File: src/rtl/pdn_pkg.sv
package pdn_pkg;

    typedef enum logic [2:0] {
        ST_RUN    = 3'd0,
        ST_ENTER  = 3'd1,
        ST_DOWN   = 3'd2,
        ST_SETTLE = 3'd3,
        ST_CLEAR  = 3'd4,
        ST_RST    = 3'd5
    } pdn_state_e;

    typedef enum logic [1:0] {
        K_OTHER = 2'd0,
        K_ARM   = 2'd1,
        K_OFF_A = 2'd2,
        K_OFF_B = 2'd3
    } instr_kind_e;

endpackage

File: src/rtl/pdn_arm_flag.sv
module pdn_arm_flag
    import pdn_pkg::*;
(
    input  logic       clk,
    input  logic       rst_n,
    input  logic       running,
    input  logic       instr_vld,
    input  logic [1:0] instr_kind,
    output logic       off_req,
    output logic       off_var_b
);

    logic armed_q;
    logic is_arm;
    logic is_off;

    assign is_arm    = (instr_kind == K_ARM);
    assign is_off    = (instr_kind == K_OFF_A) || (instr_kind == K_OFF_B);
    assign off_req   = running && instr_vld && is_off && armed_q;
    assign off_var_b = (instr_kind == K_OFF_B);

    // armed only while the latest retired instruction was an arm
    always_ff @(posedge clk or negedge rst_n) begin
        if (!rst_n) begin
            armed_q <= 1'b0;
        end else if (!running) begin
            armed_q <= 1'b0;
        end else if (instr_vld) begin
            armed_q <= is_arm;
        end
    end

endmodule

File: src/rtl/pdn_settle_cnt.sv
module pdn_settle_cnt #(
    parameter int SETTLE_CYC = 16
) (
    input  logic clk,
    input  logic rst_n,
    input  logic active,
    output logic done
);

    localparam int CW = (SETTLE_CYC > 2) ? $clog2(SETTLE_CYC) : 1;
    localparam logic [CW-1:0] LAST = CW'(SETTLE_CYC - 1);

    logic [CW-1:0] cnt_q;

    assign done = active && (cnt_q == LAST);

    always_ff @(posedge clk or negedge rst_n) begin
        if (!rst_n) begin
            cnt_q <= '0;
        end else if (!active || done) begin
            cnt_q <= '0;
        end else begin
            cnt_q <= cnt_q + 1'b1;
        end
    end

endmodule

File: src/rtl/pdn_fsm.sv
module pdn_fsm
    import pdn_pkg::*;
#(
    parameter int              SP_W   = 3,
    parameter logic [SP_W-1:0] SP_TOP = '1
) (
    input  logic            clk,
    input  logic            rst_n,
    input  logic            off_req,
    input  logic            off_var_b,
    input  logic            wake_evt,
    input  logic            vdrop,
    input  logic            settle_done,
    output logic            running,
    output logic            settling,
    output logic            osc_stop,
    output logic            det_en,
    output logic            port_hold,
    output logic            portc_set,
    output logic            clr_all,
    output logic [SP_W-1:0] sp_val,
    output logic            sys_rst_req,
    output logic            warm_boot
);

    pdn_state_e state_q, state_d;
    logic       var_b_q;
    logic       warm_q;
    logic       drop_hit;

    assign drop_hit = vdrop && det_en;

    always_comb begin
        state_d = state_q;
        if (drop_hit) begin
            state_d = ST_RST;
        end else begin
            unique case (state_q)
                ST_RUN:    if (off_req) state_d = ST_ENTER;
                ST_ENTER:  state_d = ST_DOWN;
                ST_DOWN:   if (wake_evt) state_d = ST_SETTLE;
                ST_SETTLE: if (settle_done) state_d = ST_CLEAR;
                ST_CLEAR:  state_d = ST_RUN;
                ST_RST:    state_d = ST_RUN;
                default:   state_d = ST_RUN;
            endcase
        end
    end

    always_ff @(posedge clk or negedge rst_n) begin
        if (!rst_n) begin
            state_q <= ST_RUN;
            var_b_q <= 1'b0;
            warm_q  <= 1'b0;
        end else begin
            state_q <= state_d;
            if (state_q == ST_RUN && off_req) begin
                var_b_q <= off_var_b;
            end
            if (state_d == ST_RST) begin
                warm_q <= 1'b0;
            end else if (state_q == ST_CLEAR) begin
                warm_q <= 1'b1;
            end
        end
    end

    always_comb begin
        running     = 1'b0;
        settling    = 1'b0;
        osc_stop    = 1'b0;
        det_en      = 1'b1;
        port_hold   = 1'b0;
        portc_set   = 1'b0;
        clr_all     = 1'b0;
        sys_rst_req = 1'b0;
        unique case (state_q)
            ST_RUN:    running = 1'b1;
            ST_ENTER: begin
                osc_stop  = 1'b1;
                port_hold = 1'b1;
                portc_set = 1'b1;
                det_en    = !var_b_q;
            end
            ST_DOWN: begin
                osc_stop  = 1'b1;
                port_hold = 1'b1;
                det_en    = !var_b_q;
            end
            ST_SETTLE: settling    = 1'b1;
            ST_CLEAR:  clr_all     = 1'b1;
            ST_RST:    sys_rst_req = 1'b1;
            default:   running     = 1'b0;
        endcase
    end

    assign sp_val    = clr_all ? SP_TOP : '0;
    assign warm_boot = warm_q;

endmodule

File: src/rtl/pdn_ctrl.sv
module pdn_ctrl #(
    parameter int SETTLE_CYC = 16,
    parameter int SP_W       = 3
) (
    input  logic            clk,
    input  logic            rst_n,
    input  logic            instr_vld,
    input  logic [1:0]      instr_kind,
    input  logic            wake_evt,
    input  logic            vdrop,
    output logic            osc_stop,
    output logic            det_en,
    output logic            port_hold,
    output logic            portc_set,
    output logic            cpu_run,
    output logic            clr_cpu,
    output logic            clr_tmr,
    output logic            clr_irq,
    output logic            clr_wdt,
    output logic            sp_load,
    output logic [SP_W-1:0] sp_val,
    output logic            sys_rst_req,
    output logic            warm_boot
);

    localparam logic [SP_W-1:0] SP_TOP = '1;

    logic running;
    logic settling;
    logic off_req;
    logic off_var_b;
    logic settle_done;
    logic clr_all;

    pdn_arm_flag u_arm (
        .clk        (clk),
        .rst_n      (rst_n),
        .running    (running),
        .instr_vld  (instr_vld),
        .instr_kind (instr_kind),
        .off_req    (off_req),
        .off_var_b  (off_var_b)
    );

    pdn_settle_cnt #(.SETTLE_CYC(SETTLE_CYC)) u_cnt (
        .clk    (clk),
        .rst_n  (rst_n),
        .active (settling),
        .done   (settle_done)
    );

    pdn_fsm #(.SP_W(SP_W), .SP_TOP(SP_TOP)) u_fsm (
        .clk         (clk),
        .rst_n       (rst_n),
        .off_req     (off_req),
        .off_var_b   (off_var_b),
        .wake_evt    (wake_evt),
        .vdrop       (vdrop),
        .settle_done (settle_done),
        .running     (running),
        .settling    (settling),
        .osc_stop    (osc_stop),
        .det_en      (det_en),
        .port_hold   (port_hold),
        .portc_set   (portc_set),
        .clr_all     (clr_all),
        .sp_val      (sp_val),
        .sys_rst_req (sys_rst_req),
        .warm_boot   (warm_boot)
    );

    assign cpu_run = running;
    assign clr_cpu = clr_all;
    assign clr_tmr = clr_all;
    assign clr_irq = clr_all;
    assign clr_wdt = clr_all;
    assign sp_load = clr_all;

endmodule

File: config.mk
export PLATFORM = sky130hd
export DESIGN_NAME = pdn_ctrl
export DESIGN_NICKNAME = d
export VERILOG_FILES = /design/src/rtl/pdn_pkg.sv /design/src/rtl/pdn_arm_flag.sv /design/src/rtl/pdn_settle_cnt.sv /design/src/rtl/pdn_fsm.sv /design/src/rtl/pdn_ctrl.sv
export SDC_FILE = /design/constraint.sdc
export NUM_CORES = 1
export LEC_CHECK = 0
export ABC_AREA = 1
export BUFFER_PORTS_ARGS = -buffer_cell sky130_fd_sc_hd__buf_2
export CORE_MARGIN = 1
export CORE_UTILIZATION = 40
export CTS_BUF_LIST = sky130_fd_sc_hd__clkbuf_8
export DETAILED_ROUTE_END_ITERATION = 6
export GPL_TIMING_DRIVEN = 0
export PLACE_DENSITY = 0.78
export SETUP_SLACK_MARGIN = 0.2
export SLEW_MARGIN = 15
export SYNTH_ARGS = -nofsm -noshare
export SYNTH_HDL_FRONTEND = slang
export SYNTH_SLANG_ARGS = --single-unit
File: constraint.sdc
create_clock -name clk -period 3.6 [get_ports clk]
set_input_delay 0.18 -clock clk [delete_from_list [all_inputs] [get_ports clk]]
set_output_delay 0.18 -clock clk [all_outputs]
set_load 0.05 [all_outputs]
# ---- Word level (Yosys, flattened, before mapping)
# Index checks and enable logic that the tools add are counted.
dict set report word_totals {
  elab_cells 48
  ff_bits 10
}
dict set report op_classes {
  add_sub_neg 1
  mux 18
  reduce_logical 13
  n_eq_ne 11
}
# cell n
set op_table {}
lappend op_table {{$mux W3} 5}
lappend op_table {{$pmux W3 S4} 1}
lappend op_table {{$mux W1} 11}
lappend op_table {{$eq A3 B3 Y1 const B} 3}
lappend op_table {{$eq A3 B2 Y1 const B} 2}
lappend op_table {{$logic_and A1 B1 Y1} 6}
lappend op_table {{$add A4 B1 Y4 const B} 1}
lappend op_table {{$eq A2 B2 Y1 const B} 2}
lappend op_table {{$eq A4 B4 Y1 const B} 1}
lappend op_table {{$mux W4} 1}
lappend op_table {{$eq A3 B1 Y1 const B} 1}
lappend op_table {{$logic_not A3 Y1} 1}
lappend op_table {{$eq A2 B1 Y1 const B} 1}
lappend op_table {{$logic_not A1 Y1} 2}
lappend op_table {{$logic_or A1 B1 Y1} 2}
lappend op_table {{$ne A2 B2 Y1 const B} 1}
lappend op_table {{$reduce_bool A2 Y1} 1}
lappend op_table {{$reduce_or A2 Y1} 1}

# ---- Longest topological paths before layout
dict set report depth {
  ltp_word 10
  depth_mapped 7
  mapped_depth_nobuf 6
}

# ---- Hierarchy
# From an unflattened synthesis, not the netlist that was laid out.
dict set report unflattened {
  cells_unflattened 78
  area_unflattened_um2 610.6
}
# module cells_each instances area_per_inst_um2
set modules_own_cells {}
lappend modules_own_cells {pdn_fsm 43 1 320.3}
lappend modules_own_cells {pdn_settle_cnt 19 1 187.7}
lappend modules_own_cells {pdn_arm_flag 12 1 72.6}
lappend modules_own_cells {pdn_ctrl 4 1 30.0}

# ---- Least setup slack after synthesis
# No wires, ideal clock.
dict set report synth_path {
  path_kind {reg2out}
  start {register u_fsm.state_q[1]}
  end {output clr_irq}
  arrival_ps 2367
  path_stages_with_launch 4
  required_ps 3420
  path_slack_ps 1053
  cell_sequence {dfrtp_1 > buf_6 > nor3_1 > buf_4}
}
dict set report synth_via {
  elab_chain_len 2
}
# element line_no
set synth_rtl {}
lappend synth_rtl {{from (decl)} pdn_fsm.sv:26} ;# pdn_state_e state_q, state_d;
lappend synth_rtl {{from (signal assigned)} pdn_fsm.sv:56} ;# state_q <= state_d;
lappend synth_rtl {{$eq A3 B3 Y1} pdn_fsm.sv:77} ;# unique case (state_q)
lappend synth_rtl {{$mux W1} pdn_fsm.sv:77}
lappend synth_rtl {{to (decl)} pdn_ctrl.sv:18} ;# output logic clr_irq,
# Every way passes these cells.

# ---- Worst setup path after layout
dict set report layout_path {
  start {register u_fsm.state_q[1]}
  end {output clr_wdt}
}
dict set report layout_via {
  elab_chain_len 2
}
# element line_no
set layout_rtl {}
lappend layout_rtl {{$eq A3 B3 Y1} pdn_fsm.sv:77}
lappend layout_rtl {{$mux W1} pdn_fsm.sv:77}
lappend layout_rtl {{to (decl)} pdn_ctrl.sv:19} ;# output logic clr_wdt,
# Every way passes these cells.

==> flow_summary.json <==
{
  "seq_area_frac_synth_pct": 45.05,
  "post-route-min-period_ns": 2.031,
  "synth_nets": 78,
  "cts_setup_buffers": 0,
  "ant_nets": 0,
  "dp.final_hpwl_um": 827.2,
  "synth_cell_type_count": 17,
  "fin_crit_sh_pct": 56.41,
  "path_delay_family": "simple AND/OR/NAND/NOR gates",
  "reg2reg_slack_ns": 2.16,
  "crit_buf_inv": 3,
  "setup_viol": 0,
  "r2r_start": "u_fsm.state_q[1]$_DFF_PN0_",
  "firstDrtPassIters": 4,
  "antenna_cells": 0,
  "final_core_util_pct": 57.21,
  "path_class": "reg -> out",
  "p_per_area_nw_per_um2": 458.7,
  "synth_compound_area_share_pct": 3.829,
  "worstMarginPinSlew_ns": 0.7989,
  "finalClockSkew_ns": 0.003300,
  "yosysWarningCount": 0,
  "critPathArrivalTime_ns": 1.85,
  "relSlewSlack_pct": 46.33,
  "cts-root-buf": "clkbuf_8",
  "finalHoldViolCount": 0,
  "synth.cell_area_um2": 555.5,
  "maxCapViolations": 0,
  "cts.sinks": 10,
  "drc": 0,
  "cts.clk_slew.worst_paths_ns": 0.04,
  "clk_latency_ns": 0.23,
  "stdcell_area_um2": 744.5,
  "cts_buffers": 3,
  "hold_ws_ns": 0.1453,
  "max-vdd-ir-drop_mv": 0.2075,
  "area_delta_synth_final_pct": 34.01,
  "start_kind": "flip-flop",
  "synth.top_cell.area_share_pct": 45.05,
  "ios": 22,
  "r2r_cells": 4,
  "start_util_pct": 42.69,
  "worstHoldEndpoint": "u_fsm.state_q[1]$_DFF_PN0_",
  "synth_mux_area_share_pct": 0,
  "coreArea_um2": 1301,
  "path_depth": 4,
  "outcome": "completed",
  "syn_inst": 70,
  "path_cells": "buf_6 > nor3_1 > buf_4 > buf_2",
  "grt_setup_unrepaired": "no",
  "end_kind": "output pin",
  "syn_avg_cell_area_um2": 7.936,
  "cts_buffer_depth": 2,
  "yosys.area_share.simple_pct": 29.73,
  "drive_gt1_share_pct": 38.54,
  "std_cell_rows": 13,
  "power_leakage_nw": 0.4163,
  "wirelength_um": 971,
  "wl_per_cell_um": 8.748,
  "crit_path_max_incr_delay_ns": 0.65,
  "synth-seq-cells": 10,
  "dieWidth_um": 39.27,
  "cts_tree": "built",
  "synthAdderAreaFrac_pct": 2.252,
  "critPathRequiredTime_ns": 3.42,
  "mostFrequentLayoutCell": "buf_2",
  "synth-xor-area-share_pct": 1.577,
  "grt_pass1_wl_um": 1704,
  "grt.total_usage_pct": 16.81,
  "first_iter_violations": 5,
  "vias": 519,
  "portBuffers": 21,
  "setup_tns_ns": 0,
  "grt_pass1_vias": 441,
  "whs_path_depth": 2,
  "synthTopCellsByArea": "dfrtp_1 (45%), buf_4 (11%), nand2_1 (8.8%)",
  "viasPerCell": 4.676,
  "min_from": "vdrop",
  "max_freq_mhz": 492.4,
  "fin_nets": 105,
  "r2r-end": "u_fsm.warm_boot$_DFFE_PN0P_",
  "htree_levels": 1,
  "slew_violations": 0,
  "place_area_um2": 679.4,
  "hp-class": "in -> reg",
  "synth_top_family_by_area": "simple AND/OR/NAND/NOR gates",
  "synth_largest_area_cell": "dfrtp_1",
  "place.gp.congestion": 0.7258,
  "die-area_um2": 1542,
  "die_h_um": 39.27,
  "crit_fanout": 9,
  "antenna_found_initial": 0,
  "final_cell_mix": "buf_2 (21), nand2_1 (13), nor2_1 (12)",
  "grt_max_degree": 11,
  "grt-ovfl-total": 0,
  "slowest_stage": "nor3_1",
  "cts-resized-gates": 0
}
==> cell usage after synthesis <==
master and number:
nand3_1 6, nor3b_1 1, inv_2 1, o22ai_1 1, nor3_1 3, nand2_1 13, buf_6 1, a21oi_1 2
buf_4 8, ha_1 1, xor2_1 1, inv_1 6, nor2_1 12, o21ai_0 1, nand2_2 2, dfrtp_1 10
nand4_1 1
==> area by class of cell <==
cell class | instances | area, um2
plain buffers | 9 | 71.32
clock buffers | 4 | 55.05
multi-input cells | 44 | 207.7
inverters | 7 | 26.28
well taps | 15 | 18.77
repair buffers | 22 | 115.1
fillers | 144 | 556.8
flip-flops and latches | 10 | 250.2
==> stage by stage <==
| stage | total power, mW | setup slack, ns | instances |
|---|---|---|---|
| final | 0.3415 | 1.569 | 111 |
| after global placement | 0.2037 | 1.853 | 106 |
| after floorplan | 0.1866 | 1.053 | 70 |
| after global routing | 0.3597 | 1.407 | 111 |
| after CTS | 0.3469 | 1.515 | 111 |
| after detailed placement | 0.2052 | 1.771 | 106 |
==> worst reg2reg max path: cells and delay by family (launching register included) <==
kind	cells	cell delay (ns)
simple gates	2	0.74
flops	1	0.36
buf+inv	1	0.13
compound gates	1	0.13
==> layer usage <==
layer	GRT usage, %	part of all wire, %
met1	18.91	43
met2	28.75	50
met3	3.409	4.7
met4	10.34	2.0
met5	0	0
==> cell families (layout without fill, tap and decap cells) <==
family	Yosys count	after routing
buffers and inverters	16	42
adders and majority gates	1	1
DFF	10	10
xor gates and xnor gates	1	1
AOI/OAI and AO/OA	4	4
and+or+nand+nor	38	38
==> where the power goes <==
group          internal [mW]  total, mW  leakage [nW]  switching, mW
Clock                 0.0960      0.138        0.0288         0.0421
Sequential             0.117      0.120         0.133        0.00299
Combinational         0.0240     0.0838         0.254         0.0598
==> state kept, by name (all words and copies together), names as in the netlist <==
| register | cells |
|---|---|
| u_cnt.cnt_q | 4 |
| u_fsm.state_q | 3 |
| u_arm.armed_q | 1 |
| u_fsm.var_b_q | 1 |
| u_fsm.warm_boot | 1 |
==> timing repair <==
action                     CTS  global route
hold buffers                 1             0
setup endpoints to repair    0             0
hold endpoints to repair    10             0
==> worst max-delay path by stage <==
stage,startpoint,to
2_1_floorplan,u_fsm.state_q[1]$_DFF_PN0_,clr_irq
3_3_place_gp,u_fsm.state_q[1]$_DFF_PN0_,clr_tmr
3_5_place_dp,u_fsm.state_q[1]$_DFF_PN0_,clr_wdt
4_1_cts,u_fsm.state_q[1]$_DFF_PN0_,clr_wdt
5_1_grt,u_fsm.state_q[1]$_DFF_PN0_,clr_irq
6_report,u_fsm.state_q[1]$_DFF_PN0_,clr_wdt
Note: power is estimated with default switching activity, not from simulation.
